$ cat src/rtl/led_fault_pkg.sv
package led_fault_pkg;
  localparam int DEF_NUM_CH     = 16;
  localparam int DEF_SETTLE     = 250;
  localparam int DEF_THERM_SYNC = 2;

  function automatic int cnt_width(input int max_val);
    int w;
    w = 1;
    while ((1 << w) <= max_val) w++;
    return w;
  endfunction
endpackage

$ cat src/rtl/lfm_chan_detect.sv
module lfm_chan_detect
  import led_fault_pkg::*;
#(
  parameter int SETTLE_CYCLES = DEF_SETTLE
) (
  input  logic clk,
  input  logic rst,
  input  logic ch_on,
  input  logic below_thr,
  input  logic blank,
  output logic open_flag
);
  localparam int CNT_W = cnt_width(SETTLE_CYCLES);
  localparam logic [CNT_W-1:0] CNT_END = CNT_W'(SETTLE_CYCLES);

  logic             eff_on;
  logic             on_q;
  logic             armed;
  logic [CNT_W-1:0] cnt;

  assign eff_on = ch_on & ~blank;

  always_ff @(posedge clk) begin
    if (rst) begin
      on_q      <= 1'b0;
      armed     <= 1'b0;
      cnt       <= '0;
      open_flag <= 1'b0;
    end else begin
      on_q <= eff_on;
      if (blank) begin
        armed     <= 1'b0;
        cnt       <= '0;
        open_flag <= 1'b0;
      end else if (eff_on && !on_q) begin
        armed <= 1'b1;
        cnt   <= CNT_W'(1);
      end else if (armed && !eff_on) begin
        armed <= 1'b0;
      end else if (armed) begin
        if (cnt == CNT_END) begin
          open_flag <= below_thr;
          armed     <= 1'b0;
        end else begin
          cnt <= cnt + CNT_W'(1);
        end
      end
    end
  end
endmodule

$ cat src/rtl/lfm_therm_sync.sv
module lfm_therm_sync
  import led_fault_pkg::*;
#(
  parameter int STAGES = DEF_THERM_SYNC
) (
  input  logic clk,
  input  logic rst,
  input  logic d,
  output logic q
);
  logic [STAGES-1:0] sh;

  generate
    if (STAGES == 1) begin : g_one
      always_ff @(posedge clk) begin
        if (rst) sh <= '0;
        else     sh <= d;
      end
    end else begin : g_chain
      always_ff @(posedge clk) begin
        if (rst) sh <= '0;
        else     sh <= {sh[STAGES-2:0], d};
      end
    end
  endgenerate

  assign q = sh[STAGES-1];
endmodule

$ cat src/rtl/lfm_fault_out.sv
module lfm_fault_out
  import led_fault_pkg::*;
#(
  parameter int NUM_CH = DEF_NUM_CH
) (
  input  logic              clk,
  input  logic              rst,
  input  logic [NUM_CH-1:0] open_flag,
  input  logic              blank,
  input  logic              therm,
  input  logic              latch,
  output logic              fault_pd,
  output logic [NUM_CH-1:0] open_stat,
  output logic              therm_stat
);
  logic any_open;

  assign any_open = (|open_flag) & ~blank;

  always_ff @(posedge clk) begin
    if (rst) begin
      fault_pd   <= 1'b0;
      open_stat  <= '0;
      therm_stat <= 1'b0;
    end else begin
      fault_pd <= therm | any_open;
      if (latch) begin
        open_stat  <= open_flag;
        therm_stat <= therm;
      end
    end
  end
endmodule

$ cat src/rtl/led_fault_monitor.sv
module led_fault_monitor
  import led_fault_pkg::*;
#(
  parameter int NUM_CH        = DEF_NUM_CH,
  parameter int SETTLE_CYCLES = DEF_SETTLE,
  parameter int THERM_SYNC    = DEF_THERM_SYNC
) (
  input  logic              clk,
  input  logic              rst,
  input  logic [NUM_CH-1:0] ch_on,
  input  logic [NUM_CH-1:0] below_thr,
  input  logic              blank,
  input  logic              therm_in,
  input  logic              latch,
  output logic              fault_pd,
  output logic [NUM_CH-1:0] open_stat,
  output logic              therm_stat
);
  logic [NUM_CH-1:0] open_flag;
  logic              therm_q;

  generate
    for (genvar i = 0; i < NUM_CH; i++) begin : g_ch
      lfm_chan_detect #(.SETTLE_CYCLES(SETTLE_CYCLES)) u_det (
        .clk       (clk),
        .rst       (rst),
        .ch_on     (ch_on[i]),
        .below_thr (below_thr[i]),
        .blank     (blank),
        .open_flag (open_flag[i])
      );
    end
  endgenerate

  lfm_therm_sync #(.STAGES(THERM_SYNC)) u_sync (
    .clk (clk),
    .rst (rst),
    .d   (therm_in),
    .q   (therm_q)
  );

  lfm_fault_out #(.NUM_CH(NUM_CH)) u_out (
    .clk        (clk),
    .rst        (rst),
    .open_flag  (open_flag),
    .blank      (blank),
    .therm      (therm_q),
    .latch      (latch),
    .fault_pd   (fault_pd),
    .open_stat  (open_stat),
    .therm_stat (therm_stat)
  );
endmodule

$ cat config.mk
export PLATFORM = sky130hd
export DESIGN_NAME = led_fault_monitor
export DESIGN_NICKNAME = d
export VERILOG_FILES = /design/src/rtl/led_fault_pkg.sv /design/src/rtl/lfm_chan_detect.sv /design/src/rtl/lfm_therm_sync.sv /design/src/rtl/lfm_fault_out.sv /design/src/rtl/led_fault_monitor.sv
export SDC_FILE = /design/constraint.sdc
export NUM_CORES = 1
export LEC_CHECK = 0
export BUFFER_PORTS_ARGS = -buffer_cell sky130_fd_sc_hd__buf_2
export CAP_MARGIN = 30
export CORE_UTILIZATION = 60
export DETAILED_ROUTE_END_ITERATION = 12
export PLACE_DENSITY = 0.83
export RECOVER_POWER = 100
export SYNTH_ARGS = -nofsm -noshare
export SYNTH_HDL_FRONTEND = slang
export SYNTH_SLANG_ARGS = --single-unit
$ cat constraint.sdc
create_clock -name clk -period 1.44 [get_ports clk]
set_input_delay 0.288 -clock clk [delete_from_list [all_inputs] [get_ports clk]]
set_output_delay 0.288 -clock clk [all_outputs]
set_load 0.005 [all_outputs]
Word-level counts from Yosys, hierarchy flattened
Index checks and enable logic that the tools add are counted.
- register bits: 196
- output and inout bits: 18
- logic and storage cells: 489
- add/subtract/negate cells: 16
- eq/ne operators: 48
- muxes and demuxes: 128
- bitwise gates (word level): 67
- reduce and logical (&&, ||, !) cells: 146
- operators by type and width (cell ; number):
    8-bit by 1-bit adder with 8-bit output (second input constant) ; 16
    8-bit == test (second input constant) ; 16
    1-bit two-way mux ; 128
    3-bit AND reduction ; 32
    2-bit by 1-bit != test with 1-bit output (second input constant) ; 32
    4-bit AND reduction ; 16
    1-bit NOT ; 49
    3-bit OR reduction ; 16
    1-bit logical AND ; 32
    1-bit zero test ; 32
    2-bit nonzero test ; 16
    1-bit bitwise AND ; 17
    16-bit OR reduction ; 1
    2-bit OR reduction ; 1
    1-bit OR ; 1

Depth between registers and ports, before layout
- depth after elaboration: 6
- gate-level depth with buffers: 6
- mapped depth without buffers: 6

By module
A second synthesis with hierarchy kept.
- cells, all modules: 1108
- area total of the unflattened synthesis: 10224.8 um2
- by module, submodules not included (module ; instances ; cells each ; area an instance (um2)):
    lfm_chan_detect ; 16 ; 65 ; 591.8
    lfm_fault_out ; 1 ; 64 ; 703.2
    lfm_therm_sync ; 1 ; 4 ; 52.6

Worst setup path after synthesis
OpenSTA, ideal clock, no wires.
- kind: register to register
- start: register g_ch[0].u_det.cnt[0]
- end: register g_ch[0].u_det.open_flag
- data arrival time: 1.123 ns
- slack: 0.200 ns
- cell stages (with the launch flop): 7
- period minus slack after synthesis: 1.240 ns
- cells stage by stage: dfxtp_1 inv_1 ha_1 nand4b_1 nor3_1 mux2i_1 nor2_1
- longest elaborated chain between the ends: 2
- ends and longest elaborated chain (what ; line ; text):
    start, declared ; lfm_chan_detect.sv:19 ; logic [CNT_W-1:0] cnt;
    start signal, assigned ; lfm_chan_detect.sv:45 ; cnt <= cnt + CNT_W'(1);
    8-bit == test ; lfm_chan_detect.sv:41 ; if (cnt == CNT_END) begin
    4-bit AND reduction (no source line) ; -- ;
    end signal, assigned ; lfm_chan_detect.sv:42 ; open_flag <= below_thr;
    end, declared ; lfm_chan_detect.sv:11 ; output logic open_flag
Every way passes these cells.
A chain may end at the register's enable or synchronous reset.

Worst setup path after layout
- start: register g_ch[10].u_det.cnt[0]
- end: register g_ch[10].u_det.open_flag
- longest elaborated chain between the ends: 2
- ends and longest elaborated chain (what ; line):
    start, declared ; lfm_chan_detect.sv:19
    start signal, assigned ; lfm_chan_detect.sv:45
    8-bit == test ; lfm_chan_detect.sv:41
    4-bit AND reduction (no source line) ; --
    end signal, assigned ; lfm_chan_detect.sv:42
    end, declared ; lfm_chan_detect.sv:11
Every way passes these cells.

==> results.txt <==
The run finished with clean final reports. On the final layout, the worst hold slack is 69.6 ps. At the end of the flow, the number of nets in the layout was 1097.

Setup violations remaining at the end of the flow were counted as 0. The portion of the clock cycle consumed by the worst path in the final layout was 98.7%; the total wire length after detailed routing was 18000 µm. Summed over all cells, the static leakage comes to 3.56 nW. Relative to the synthesized area, the layout overhead comes to 12.3%. The maximum fanout along the worst path is 4, and the net count after synthesis is 1020. The HPWL after detailed placement is 12500 µm.

The total count of max-transition violations in the final report was 0; the maximum number of pins on one net before global-route repair was 43. The first routing iteration left 490 violations. Sequential cells were found to cover 44.1% of the synthesized design area. STA classifies the critical path startpoint as a flip-flop.

The max-capacitance violation count came out at 0. The longest clock path from root to sink contains 2 buffers. The tools report the full die area as 15300 µm². The tightest min-delay check is of the input port to flip-flop type. After layout, the minimum clock period comes to 1420 ps.

The master cell of the clock root buffer was sky130_fd_sc_hd__clkbuf_16. After detailed routing, the average wire length per cell comes to 14.7 µm. Setup repair after global routing could not meet its margin everywhere. OpenSTA, run right after detailed placement, puts the worst setup slack at -86.0 ps. The run gives 0 as the number of failing hold endpoints at the final stage. The horizontal die dimension was 124 µm; the area of the placeable core was 14500 µm². After detailed routing, the number of vias per cell comes to 5.63. The worst setup path is captured at a flip-flop.

Across the routed clock network, the largest skew measured is 4.82 ps. The count of buffers added on input and output ports is 54. Based on the critical path, the design can be clocked at up to 0.704 GHz. The logs give 6901 for the total via count after detailed routing and 0 for the Yosys warning count. Wire length of the first global-routing pass: 29800 µm. Power comes to 0.0107 W. Height of the die: 124 µm.

The layout has 1136 filler cells. TritonCTS built the clock tree. The run gives 29.5% as the tightest slew margin relative to the limit.

The fraction of registers with async set/reset was 0%. Once the floorplan was initialized, standard cells occupied 61.4% of the core. The required time at the worst-slack endpoint was 1770 ps. Summed over all layers, the global routing overflow is 0. The primary flip-flop cell chosen by synthesis mapping is sky130_fd_sc_hd__dfxtp_1. In this run the number of H-tree levels came out at 4. The standard-cell row count is 44, and the total global routing track utilization is 24.8%. In this run, synthesis produced a sequential element count of 196.

The via count of the first global-routing pass is 6511, and the post-synthesis area per instance is 9.35 µm². In this run the cell area of the synthesized design comes to 8890 µm². The least setup slack across all paths after layout was 18.6 ps; the placer's final routability congestion estimate was 0.861.

The setup path with the least slack is of type flip-flop to flip-flop. The clock drives 196 sinks. The slew at the pin with the worst max-slew slack is 1060 ps, and the CTS buffer count is 17.

The post-synthesis cell type count came out at 45. The count of flip-flops with a built-in enable after synthesis was 0. The run gives 1750 ps as the arrival time reported for the critical path endpoint.

After clock tree synthesis, the clock-pin slew on the worst setup and hold paths is 70 ps. The source-to-sink clock delay at the later pin of the worst-skew pair was 430 ps. In the synthesized netlist, the number of instances is 951. The number of nets with antenna violations after routing is 0, and the count of TritonRoute iterations in the first routing pass is 4.

In the routed design, unresolved DRC markers number 0. During I/O placement, the number of pins put on the boundary was 55. The initial antenna violation count was 0. Dividing total power by cell area gives a power density of 1080 nW/µm². Setup total negative slack on the finished layout was measured at 0 ps.

For the largest vdd supply drop, the log shows 0.894 mV. The share of final-layout standard cells stronger than drive strength 1 was 12.2%. Measured on the finished design, the core utilization comes to 68.9%.
[final timing paths]
check	startpoint	depth (start not counted)	to	slack [ps]
worst min register to register	u_sync.sh[0]$_SDFF_PP0_	1	u_sync.sh[1]$_SDFF_PP0_	440
worst min-delay path	below_thr[8]	3	g_ch[8].u_det.open_flag$_SDFFE_PP0P_	70
worst max-delay path	g_ch[10].u_det.cnt[0]$_SDFFE_PP0P_	6	g_ch[10].u_det.open_flag$_SDFFE_PP0P_	20
worst max register to register	g_ch[10].u_det.cnt[0]$_SDFFE_PP0P_	6	g_ch[10].u_det.open_flag$_SDFFE_PP0P_	20
[stage by stage]
step                      cell area, µm²  std cells
after global placement              9490       1192
final                               9980       1226
after CTS                          10100       1224
after global routing                9980       1225
after detailed placement            9490       1192
after floorplan                     8890        951
[cell usage in the layout, fill, tap and decap left out, drive strengths merged, types with 14 or more instances in the layout]
master,instances
ha,32
nor3,43
nand2,77
nand4b,17
inv,30
and2,17
nand4,38
clkbuf,38
o31ai,14
a21oi,28
nand3b,24
dfxtp,196
o21ai,46
mux2i,23
xor2,34
nand3,28
buf,56
a21boi,16
xnor2,63
nor2,121
nor4,14
[cell usage after synthesis (26+ instances only)]
library cell | instances | area share (%)
sky130_fd_sc_hd__nand2_1 | 67 | 2.8
sky130_fd_sc_hd__xnor2_1 | 63 | 6.2
sky130_fd_sc_hd__nand3_1 | 28 | 1.6
sky130_fd_sc_hd__inv_1 | 26 | 1.1
sky130_fd_sc_hd__ha_1 | 32 | 4.5
sky130_fd_sc_hd__o21ai_0 | 35 | 2.0
sky130_fd_sc_hd__dfxtp_1 | 196 | 44
sky130_fd_sc_hd__a21oi_1 | 28 | 1.6
sky130_fd_sc_hd__xor2_1 | 34 | 3.3
sky130_fd_sc_hd__nor3_1 | 43 | 2.4
sky130_fd_sc_hd__nand4_1 | 38 | 2.7
sky130_fd_sc_hd__nor2_1 | 121 | 5.1
[critical path, stage by stage, from the launching register on]
cell and delay [ps]:
sky130_fd_sc_hd__dfxtp_1 330, sky130_fd_sc_hd__inv_1 100, sky130_fd_sc_hd__ha_1 160, sky130_fd_sc_hd__nand3b_1 190, sky130_fd_sc_hd__nor3_2 270, sky130_fd_sc_hd__mux2i_1 210
sky130_fd_sc_hd__nor2_1 50
[sequential cells by signal, indices dropped and copies added (netlist names)]
name	cells
g_ch.u_det.open_flag	16
g_ch.u_det.on_q	16
g_ch.u_det.cnt	128
u_out.therm_stat	1
u_out.open_stat	16
u_sync.sh	2
g_ch.u_det.armed	16
u_out.fault_pd	1
[power breakdown]
part / switching (W) / internal, W / total [W]
logic: 0.000284 / 0.000178 / 0.000462
registers: 0.0000513 / 0.00548 / 0.00553
clock network: 0.00212 / 0.00262 / 0.00474
total: 0.00245 / 0.00828 / 0.0107
[layer usage]
layer / GRT usage, % / vias to the layer above / share of wire, %
met3: 5.31 / 23 / 3.5
met1: 31.9 / 3285 / 48
met5: 0 / - / 0
li1: - / 3499 / -
met2: 40.5 / 94 / 47
met4: 10.0 / 0 / 1.9
[area by class of cell]
class                   count  area (µm²)  share of cell area [%]
well taps                 184         230                    2.31
inverters                  26        97.6                   0.978
clock buffers              18         439                    4.40
flip-flops and latches    196        3930                    39.3
repair buffers             76         439                    4.40
clock inverters            14         150                    1.50
diodes                      1        2.50                  0.0251
multi-input cells         711        4700                    47.0
[logic make-up (layout without fill, tap and decap cells)]
logic type,after synthesis,in the layout,synth area share (%)
xor+xnor,97,97,9.56
compound gates,128,128,9.23
other cells,0,1,0
buf+inv,44,134,2.25
flops,196,196,44.1
fa+ha+maj,32,32,4.50
simple gates,431,431,27.7
mux,23,23,2.59
[timing repair]
action	in CTS	in global routing
resized for setup	0	18
setup buffers	0	1
hold buffers	0	0
setup endpoints to repair	0	15
No activity file was read; power rests on OpenSTA's default activity.
